[src/rtl/wdg_pkg.sv]
package wdg_pkg;

  typedef enum logic [1:0] {
    STG_IDLE = 2'd0,
    STG_IRQ  = 2'd1,
    STG_NMI  = 2'd2,
    STG_RST  = 2'd3
  } wdStage_e;

  typedef struct packed {
    logic restart;
    logic run;
  } ctlStrobe_t;

endpackage

[src/rtl/wdg_datapath.sv]
module wdg_datapath
  import wdg_pkg::*;
#(
  parameter int LEN_W    = 16,
  parameter int LOW_BITS = 8,
  parameter int PRE_LOG2 = 8
) (
  input  logic             clk,
  input  logic             rstN,
  input  ctlStrobe_t       strb,
  input  logic [LEN_W-1:0] loadLen,
  output logic             expire
);

  localparam int CNT_W = LEN_W + LOW_BITS;

  logic [PRE_LOG2-1:0] preQ;
  logic [CNT_W-1:0]    cntQ;
  logic [CNT_W-1:0]    loadVal;
  logic                tick;
  logic                atEnd;

  assign loadVal = {loadLen, {LOW_BITS{1'b0}}};
  assign tick    = strb.run & (&preQ);
  assign atEnd   = (cntQ >> 1) == '0;
  assign expire  = tick & atEnd & ~strb.restart;

  always_ff @(posedge clk) begin
    if (!rstN) begin
      preQ <= '0;
      cntQ <= '0;
    end else if (strb.restart) begin
      preQ <= '0;
      cntQ <= loadVal;
    end else if (strb.run) begin
      preQ <= preQ + 1'b1;
      if (tick) cntQ <= atEnd ? loadVal : cntQ - 1'b1;
    end
  end

  AST_COUNT_BOUND: assert property (@(posedge clk) disable iff (!rstN)
    !strb.restart |-> cntQ <= loadVal) else $error("count above load");
  AST_PRE_RESTART: assert property (@(posedge clk) disable iff (!rstN)
    strb.restart |=> preQ == '0) else $error("prescaler not restarted");

endmodule

[src/rtl/wdg_control.sv]
module wdg_control
  import wdg_pkg::*;
#(
  parameter int LEN_W = 16
) (
  input  logic             clk,
  input  logic             rstN,
  input  logic             wrEn,
  input  logic [1:0]       wrMode,
  input  logic [LEN_W-1:0] wrLen,
  input  logic             poke,
  input  logic             expire,
  output ctlStrobe_t       strb,
  output logic [LEN_W-1:0] loadLen,
  output logic [1:0]       modeQ,
  output logic [LEN_W-1:0] lenQ,
  output wdStage_e         stageQ,
  output logic             rstReqQ
);

  logic canStep;

  assign strb.restart = wrEn | poke;
  assign strb.run     = modeQ != 2'd0;
  assign loadLen      = wrEn ? wrLen : lenQ;
  assign canStep      = 2'(stageQ) < modeQ;

  always_ff @(posedge clk) begin
    if (!rstN) begin
      modeQ   <= 2'd0;
      lenQ    <= '0;
      stageQ  <= STG_IDLE;
      rstReqQ <= 1'b0;
    end else begin
      rstReqQ <= 1'b0;
      if (wrEn) begin
        modeQ  <= wrMode;
        lenQ   <= wrLen;
        stageQ <= STG_IDLE;
      end else if (poke) begin
        stageQ <= STG_IDLE;
      end else if (expire && canStep) begin
        stageQ <= wdStage_e'(stageQ + 2'd1);
        if (stageQ == STG_NMI) rstReqQ <= 1'b1;
      end
    end
  end

  AST_RST_PULSE: assert property (@(posedge clk) disable iff (!rstN)
    rstReqQ |=> !rstReqQ) else $error("reset request too long");
  AST_STAGE_CAP: assert property (@(posedge clk) disable iff (!rstN)
    2'(stageQ) <= modeQ) else $error("stage beyond mode");
  AST_DISABLED_IDLE: assert property (@(posedge clk) disable iff (!rstN)
    (modeQ == 2'd0) |-> (stageQ == STG_IDLE)) else $error("disabled not idle");
  AST_POKE_CLEARS: assert property (@(posedge clk) disable iff (!rstN)
    poke |=> stageQ == STG_IDLE) else $error("poke kept stage");
  AST_STAGE_STEP: assert property (@(posedge clk) disable iff (!rstN)
    1'b1 |=> (stageQ == $past(stageQ) || stageQ == STG_IDLE ||
              2'(stageQ) == 2'($past(stageQ) + 2'd1))) else $error("stage jump");

endmodule

[src/rtl/multi_stage_wdog.sv]
module multi_stage_wdog
  import wdg_pkg::*;
#(
  parameter int LEN_W    = 16,
  parameter int LOW_BITS = 8,
  parameter int PRE_LOG2 = 8
) (
  input  logic             clk,
  input  logic             rstN,
  input  logic             ctrlWrEn,
  input  logic [1:0]       ctrlWrMode,
  input  logic [LEN_W-1:0] ctrlWrLen,
  input  logic             poke,
  output logic [1:0]       rdMode,
  output logic [LEN_W-1:0] rdLen,
  output logic [1:0]       rdStage,
  output logic             rdNmiPend,
  output logic             irqOut,
  output logic             nmiOut,
  output logic             rstReqOut
);

  ctlStrobe_t       strb;
  logic [LEN_W-1:0] loadLen;
  logic             expire;
  wdStage_e         stage;

  wdg_control #(.LEN_W(LEN_W)) uCtl (
    .clk     (clk),
    .rstN    (rstN),
    .wrEn    (ctrlWrEn),
    .wrMode  (ctrlWrMode),
    .wrLen   (ctrlWrLen),
    .poke    (poke),
    .expire  (expire),
    .strb    (strb),
    .loadLen (loadLen),
    .modeQ   (rdMode),
    .lenQ    (rdLen),
    .stageQ  (stage),
    .rstReqQ (rstReqOut)
  );

  wdg_datapath #(.LEN_W(LEN_W), .LOW_BITS(LOW_BITS), .PRE_LOG2(PRE_LOG2)) uDp (
    .clk     (clk),
    .rstN    (rstN),
    .strb    (strb),
    .loadLen (loadLen),
    .expire  (expire)
  );

  assign rdStage   = stage;
  assign irqOut    = stage != STG_IDLE;
  assign nmiOut    = stage[1];
  assign rdNmiPend = stage[1];

endmodule

[config.mk]
export PLATFORM = sky130hd
export DESIGN_NAME = multi_stage_wdog
export DESIGN_NICKNAME = d
export VERILOG_FILES = /design/src/rtl/wdg_pkg.sv /design/src/rtl/wdg_datapath.sv /design/src/rtl/wdg_control.sv /design/src/rtl/multi_stage_wdog.sv
export SDC_FILE = /design/constraint.sdc
export NUM_CORES = 1
export LEC_CHECK = 0
export BUFFER_PORTS_ARGS = -buffer_cell sky130_fd_sc_hd__buf_2
export CORE_MARGIN = 2
export CORE_UTILIZATION = 35
export CTS_CLUSTER_DIAMETER = 150
export CTS_CLUSTER_SIZE = 12
export DETAILED_ROUTE_END_ITERATION = 7
export HOLD_SLACK_MARGIN = 0.15
export PLACE_DENSITY = 0.62
export SLEW_MARGIN = 30
export SYNTH_ARGS = -nofsm -noshare
export SYNTH_HDL_FRONTEND = slang
export SYNTH_SLANG_ARGS = --single-unit
[constraint.sdc]
create_clock -name clk -period 2.05 [get_ports clk]
set_input_delay 0.1025 -clock clk [delete_from_list [all_inputs] [get_ports clk]]
set_output_delay 0.1025 -clock clk [all_outputs]
set_load 0.005 [all_outputs]
### Yosys cells after proc, flatten, opt, wreduce, memory -nomap -nowiden

Index checks and enable logic that the tools add are counted.

| storage, ports and cells | value |
|---|---|
| register bits | 53 |
| memory bits (writable) | 0 |
| bits of input ports | 22 |
| memory bits (read-only) | 0 |
| latch bits | 0 |
| output and inout bits | 24 |
| logic and storage cells | 37 |
| memories | 0 |

| cells by class | value |
|---|---|
| add/sub/neg operators | 3 |
| bitwise logic cells | 7 |
| mux-type cells | 6 |
| divide/modulo/power cells | 0 |
| multipliers | 0 |
| order comparisons | 1 |
| equality and inequality tests | 1 |
| reduce and logical (&&, ||, !) cells | 12 |
| shift operators | 0 |

Operators with widths:

| kind | count |
|---|---|
| 24-bit 2-to-1 mux | 4 |
| 24-bit zero test | 1 |
| 24-bit by 1-bit subtractor with 24-bit output, second input constant | 1 |
| 16-bit 2-to-1 mux | 1 |
| 8-bit by 1-bit adder with 8-bit output, second input constant | 1 |
| 8-bit AND reduction | 1 |
| 2-bit nonzero test | 4 |
| 2-bit AND reduction | 2 |
| 4-bit OR reduction | 1 |
| 1-bit AND | 3 |
| 1-bit inverter | 3 |
| 3-bit OR reduction | 1 |
| 2-bit by 1-bit adder with 2-bit output, second input constant | 1 |
| 2-bit equality test, second input constant | 1 |
| 2-bit < comparator | 1 |
| 2-bit OR reduction | 1 |
| 1-bit logical AND | 1 |
| 1-bit 2-to-1 mux | 1 |
| 1-bit bitwise OR | 1 |

### Depth between registers and ports, before layout

| depth | value |
|---|---|
| word-level depth | 7 |
| depth in mapped cells | 8 |
| mapped depth without buffers | 7 |

### By module

A second synthesis with hierarchy kept.

| unflattened totals | value |
|---|---|
| cell total of the unflattened synthesis | 310 |
| area, all modules | 2,829.0 sq um |

By module, submodules not included:

| module | seq. area each (sq um) | cells each | area an instance (sq um) | times used |
|---|---|---|---|---|
| wdg_datapath | 640.6 | 229 | 1,860.5 | 1 |
| wdg_control | 420.4 | 78 | 947.2 | 1 |
| multi_stage_wdog | 0.0 | 3 | 21.3 | 1 |

### Worst setup path before layout

OpenSTA, ideal clock, no wires.

| path | value |
|---|---|
| kind | register -> register |
| start point | register uDp.cntQ[8] |
| end point | register uDp.cntQ[17] |
| path buffers | 0 |
| period minus slack after synthesis | 1,745 ps |
| slack | 305 ps |
| data required time | 1,928 ps |
| cell stages (with the launch flop) | 6 |
| arrival time | 1,624 ps |
| path through | dfxtp_1 > nor4_4 > nand4_4 > or4_1 > o221ai_1 > a21oi_1 |

| on the way | value |
|---|---|
| longest elaborated chain between the ends | 5 |
| elaborated cells between the ends (all ways) | 6 |

Ends and longest elaborated chain:

| item | line | source |
|---|---|---|
| start: declaration | wdg_datapath.sv:18 | `logic [CNT_W-1:0] cntQ;` |
| start signal: assignment | wdg_datapath.sv:34 | `cntQ <= loadVal;` |
| start signal: assignment | wdg_datapath.sv:37 | `if (tick) cntQ <= atEnd ? loadVal : cntQ - 1'b1;` |
| 24-bit by 1-bit subtractor with 24-bit output or 24-bit zero test (tied branches) | wdg_datapath.sv:37, wdg_datapath.sv:25 |  |
| 24-bit 2-to-1 mux (*) (2 in a row) | wdg_datapath.sv:37 |  |
| 24-bit 2-to-1 mux (*) | wdg_datapath.sv:35 | `end else if (strb.run) begin` |
| 24-bit 2-to-1 mux (*) | wdg_datapath.sv:32 | `end else if (strb.restart) begin` |

Every way passes the cells marked *; elsewhere a longest branch is shown, timed or not. The select of a mux whose other input is x is not followed.
A chain may end at the register's enable or synchronous reset.

### Final worst setup path

| path | value |
|---|---|
| start point | register uDp.preQ[0] |
| end point | register uDp.cntQ[15] |

| on the way | value |
|---|---|
| longest elaborated chain between the ends | 4 |

Ends and longest elaborated chain:

| item | line | source |
|---|---|---|
| start: declaration | wdg_datapath.sv:17 | `logic [PRE_LOG2-1:0] preQ;` |
| start signal: assignment | wdg_datapath.sv:36 | `preQ <= preQ + 1'b1;` |
| 8-bit AND reduction | wdg_datapath.sv:24 | `assign tick = strb.run & (&preQ);` |
| 1-bit AND | wdg_datapath.sv:24 |  |
| 2-bit nonzero test (no source line) | -- |  |
| 2-bit AND reduction (no source line) | -- |  |

No other way between the ends.

==> impl_results.md <==
* Status: finished clean
* Multi-input gate area at 0.00157 mm^2
* EDFF count, synth at 0
* Pwr dens at 650 mW/mm^2
* Mapped Nets at 339
* CTS root buf: clkbuf_8
* Final Hold Fails at 0
* Post-Syn Area at 0.00278 mm^2
* Min Clock Period, post-route at 1940 ps
* CP top delay family: simple AND/OR/NAND/NOR gates
* Gp weighted congestion at 0.907
* Final setup viols at 0
* Die area at 0.00867 mm^2
* Slowest cell on the critical path: dfxtp_1
* Worst Hold Launch: ctrlWrLen[9]
* Half-perimeter wire length after placement at 4870 um
* Synth area leaders: dfxtp_1 (38%), mux2i_1 (5.4%), nor2_1 (4.9%), nor2b_1 (3.4%), nand3_1 (3.2%)
* Worst Hold Endpoint: uCtl.lenQ[9]
* Crit-path max FO at 14
* Final cell count without fillers at 484
* Final worst setup slack at 110 ps
* RSZ-0062 raised after global routing: false
* Total gr overflow at 0
* Hold Path Cell Cnt at 3
* Placed insts at 463
* Gr usage total at 16.2%
* Aggregate routed wire length at 6810 um
* FILL cells at 756
* Total of max-cap violations at 0
* Share of post-route cells with drive strength above 1 at 23.3%
* Vias per cell at 5.21
* Register Area at 0.00106 mm^2
* Routed vias at 2524
* Clk_skew at 7.85 ps
* Final design utilization at 44.3%
* Peak supply drop at 0.327 mV
* Arrival time of the worst setup path at 2180 ps
* R2r startpoint: uDp.preQ[0]
* Async SR Flop Fraction at 0%
* Setup Crit Path Kind: register to register
* # DRC at 0
* Setup Buffers After CTS at 0
* Least-Margin Pin Slew at 547 ps
* Worst slew margin at 63.4%
* Setup crit start kind: register
* Initial antenna violation count at 0
* Fmax achieved at 0.515 GHz
* DR WL/cell at 14.1 um
* CTS tree: built
* PortBufs at 45
* Initial core utilization at 36.0%
* Deepest clock path buffer count at 2
* Setup crit end kind: register
* Top-area cell type share of the netlist area at 38.2%
* H-Tree Depth at 2
* Max-slew violation count at 0
* Number of buffers and inverters on the critical path at 1
* Mean post-synth cell area at 8.91 um^2
* TNS Setup at 0 ps
* CP Data Required Time at 2290 ps
* RR Endpoint: uDp.cntQ[15]
* TritonCTS buffer count at 5
* Clock transition at path regs at 90 ps
* Largest net degree at the start of global routing at 35
* Synth Register Bits at 53
* Depth of the most critical reg-to-reg path at 7
* Synth-to-Final Area Change at 23.3%
* Synth area leader: dfxtp_1
* Leak Pwr at 1.42 nW
* Layout Nets at 408
* Core Footprint at 0.00773 mm^2
* Clock latency on the worst-skew pair at 310 ps
* Synth cell types at 53
* First-pass GRT wire length at 11300 um
* DR pass1 iterations at 4
* Vias in the first global route at 2420
* Post-CTS Resized at 0
* Antenna diode count at 0
* R2r setup slk at 110 ps
* Gate Count Post-Synth at 312
* Final hold slack at 167 ps
* HP Class: input port to register
* I/O Pins at 46
* Pre-CTS WS at 147 ps
* Drt first-iter violations at 136
* CTS Sinks at 53
* CP cell instances: ha_1, o2111a_1, nand3_1, buf_4, nor2_1, nand2_1, o2bb2ai_1
* Die Span Y at 93.1 um
* Fraction of the yosys area taken by sequential cells at 38.2%
* DIE WIDTH at 93.1 um
* DRT antenna net count at 0
* Final Cycle Share at 94.7%
* Standard-cell rows at 32
* Synth Warn # at 0
* Most used DFF post-synth: dfxtp_1
* Max incr delay on CP at 390 ps
[state kept, by name, indices dropped and copies added (netlist names)]
register / cells
uCtl.stageQ: 2
uCtl.rstReqQ: 1
uCtl.lenQ: 16
uDp.preQ: 8
uCtl.modeQ: 2
uDp.cntQ: 24
[worst min-delay path, delay by kind of cell]
| family | cells | cell delay [ps] |
|---|---|---|
| buf+inv | 1 | 70 |
| simple gates | 1 | 110 |
| mux | 1 | 150 |
[how the worst max path moves through the flow]
stage                      from           end  slack, ps  depth (start not counted)
floorplan           uDp.cntQ[8]  uDp.cntQ[17]        300                          5
global placement    uDp.preQ[0]  uDp.cntQ[15]        180                          7
detailed placement  uDp.preQ[0]  uDp.cntQ[15]        150                          7
CTS                 uDp.preQ[0]  uDp.cntQ[15]        140                          7
finish              uDp.preQ[0]  uDp.cntQ[15]        110                          7
global route        uDp.preQ[0]  uDp.cntQ[22]         20                          7
[cell usage in the layout, fill, tap and decap left out, drive strengths merged, types with 10 or more instances in the layout]
master | Yosys | layout
nand3 | 18 | 18
nor2b | 15 | 15
mux2i | 15 | 15
dfxtp | 53 | 53
buf | 11 | 67
xor2 | 10 | 10
nor2 | 36 | 36
o21ai | 11 | 11
dlygate4sd3 | 0 | 13
xnor2 | 10 | 10
nand2 | 22 | 22
[metal layers]
layer	track usage, %	vias up	wire length (um)
met3	2.82	11	323
met2	26.6	80	3080
met1	21.7	1180	3330
met5	0	-	0
li1	-	1253	-
met4	4.78	0	77
[cell families after synthesis]
family,Yosys count,share of synthesized area (%)
AOI/OAI and AO/OA,56,14.6
muxes,19,7.02
xor gates and xnor gates,20,6.30
DFF,53,38.2
and+or+nand+nor,133,26.3
buffers and inverters,26,5.31
adders and majority gates,5,2.25
[synthesized netlist by cell type, types with 4 or more instances]
cell,instances
a21oi_1,8
a32o_1,4
and2_1,4
and3_1,4
buf_4,4
buf_6,4
clkbuf_1,6
dfxtp_1,53
ha_1,5
inv_1,8
mux2_2,4
mux2i_1,15
nand2_1,22
nand3_1,18
nand4_1,5
nor2_1,36
nor2b_1,15
nor3_1,6
nor4_1,4
o21ai_0,10
o22ai_1,5
o2bb2ai_1,4
or3_1,4
xnor2_1,10
xor2_1,10
[through the flow]
stage	instance area (um^2)	total power, mW
floorplan	2780	1.37
global placement	3180	1.49
detailed placement	3180	1.49
CTS	3430	2.26
global route	3430	2.34
finish	3430	2.23
[final cells by class]
class,instances,share of cell area (%)
repair buffers,80,15.2
flip-flops and latches,53,31.0
clock inverters,1,0.877
well taps,102,3.73
multi-input cells,233,45.8
clock buffers,7,2.52
inverters,8,0.877
[power breakdown]
group	internal [mW]	leakage, nW	switching, mW
sequential	1.07	0.434	0.0406
combinational	0.180	0.924	0.196
clock	0.399	0.0585	0.340
[repair_timing]
item / in CTS / in global routing
hold endpoints to repair: 13 / 0
endpoints found under the setup margin: 0 / 1
hold buffers: 13 / 0
Note: power is estimated with default switching activity, not from simulation.
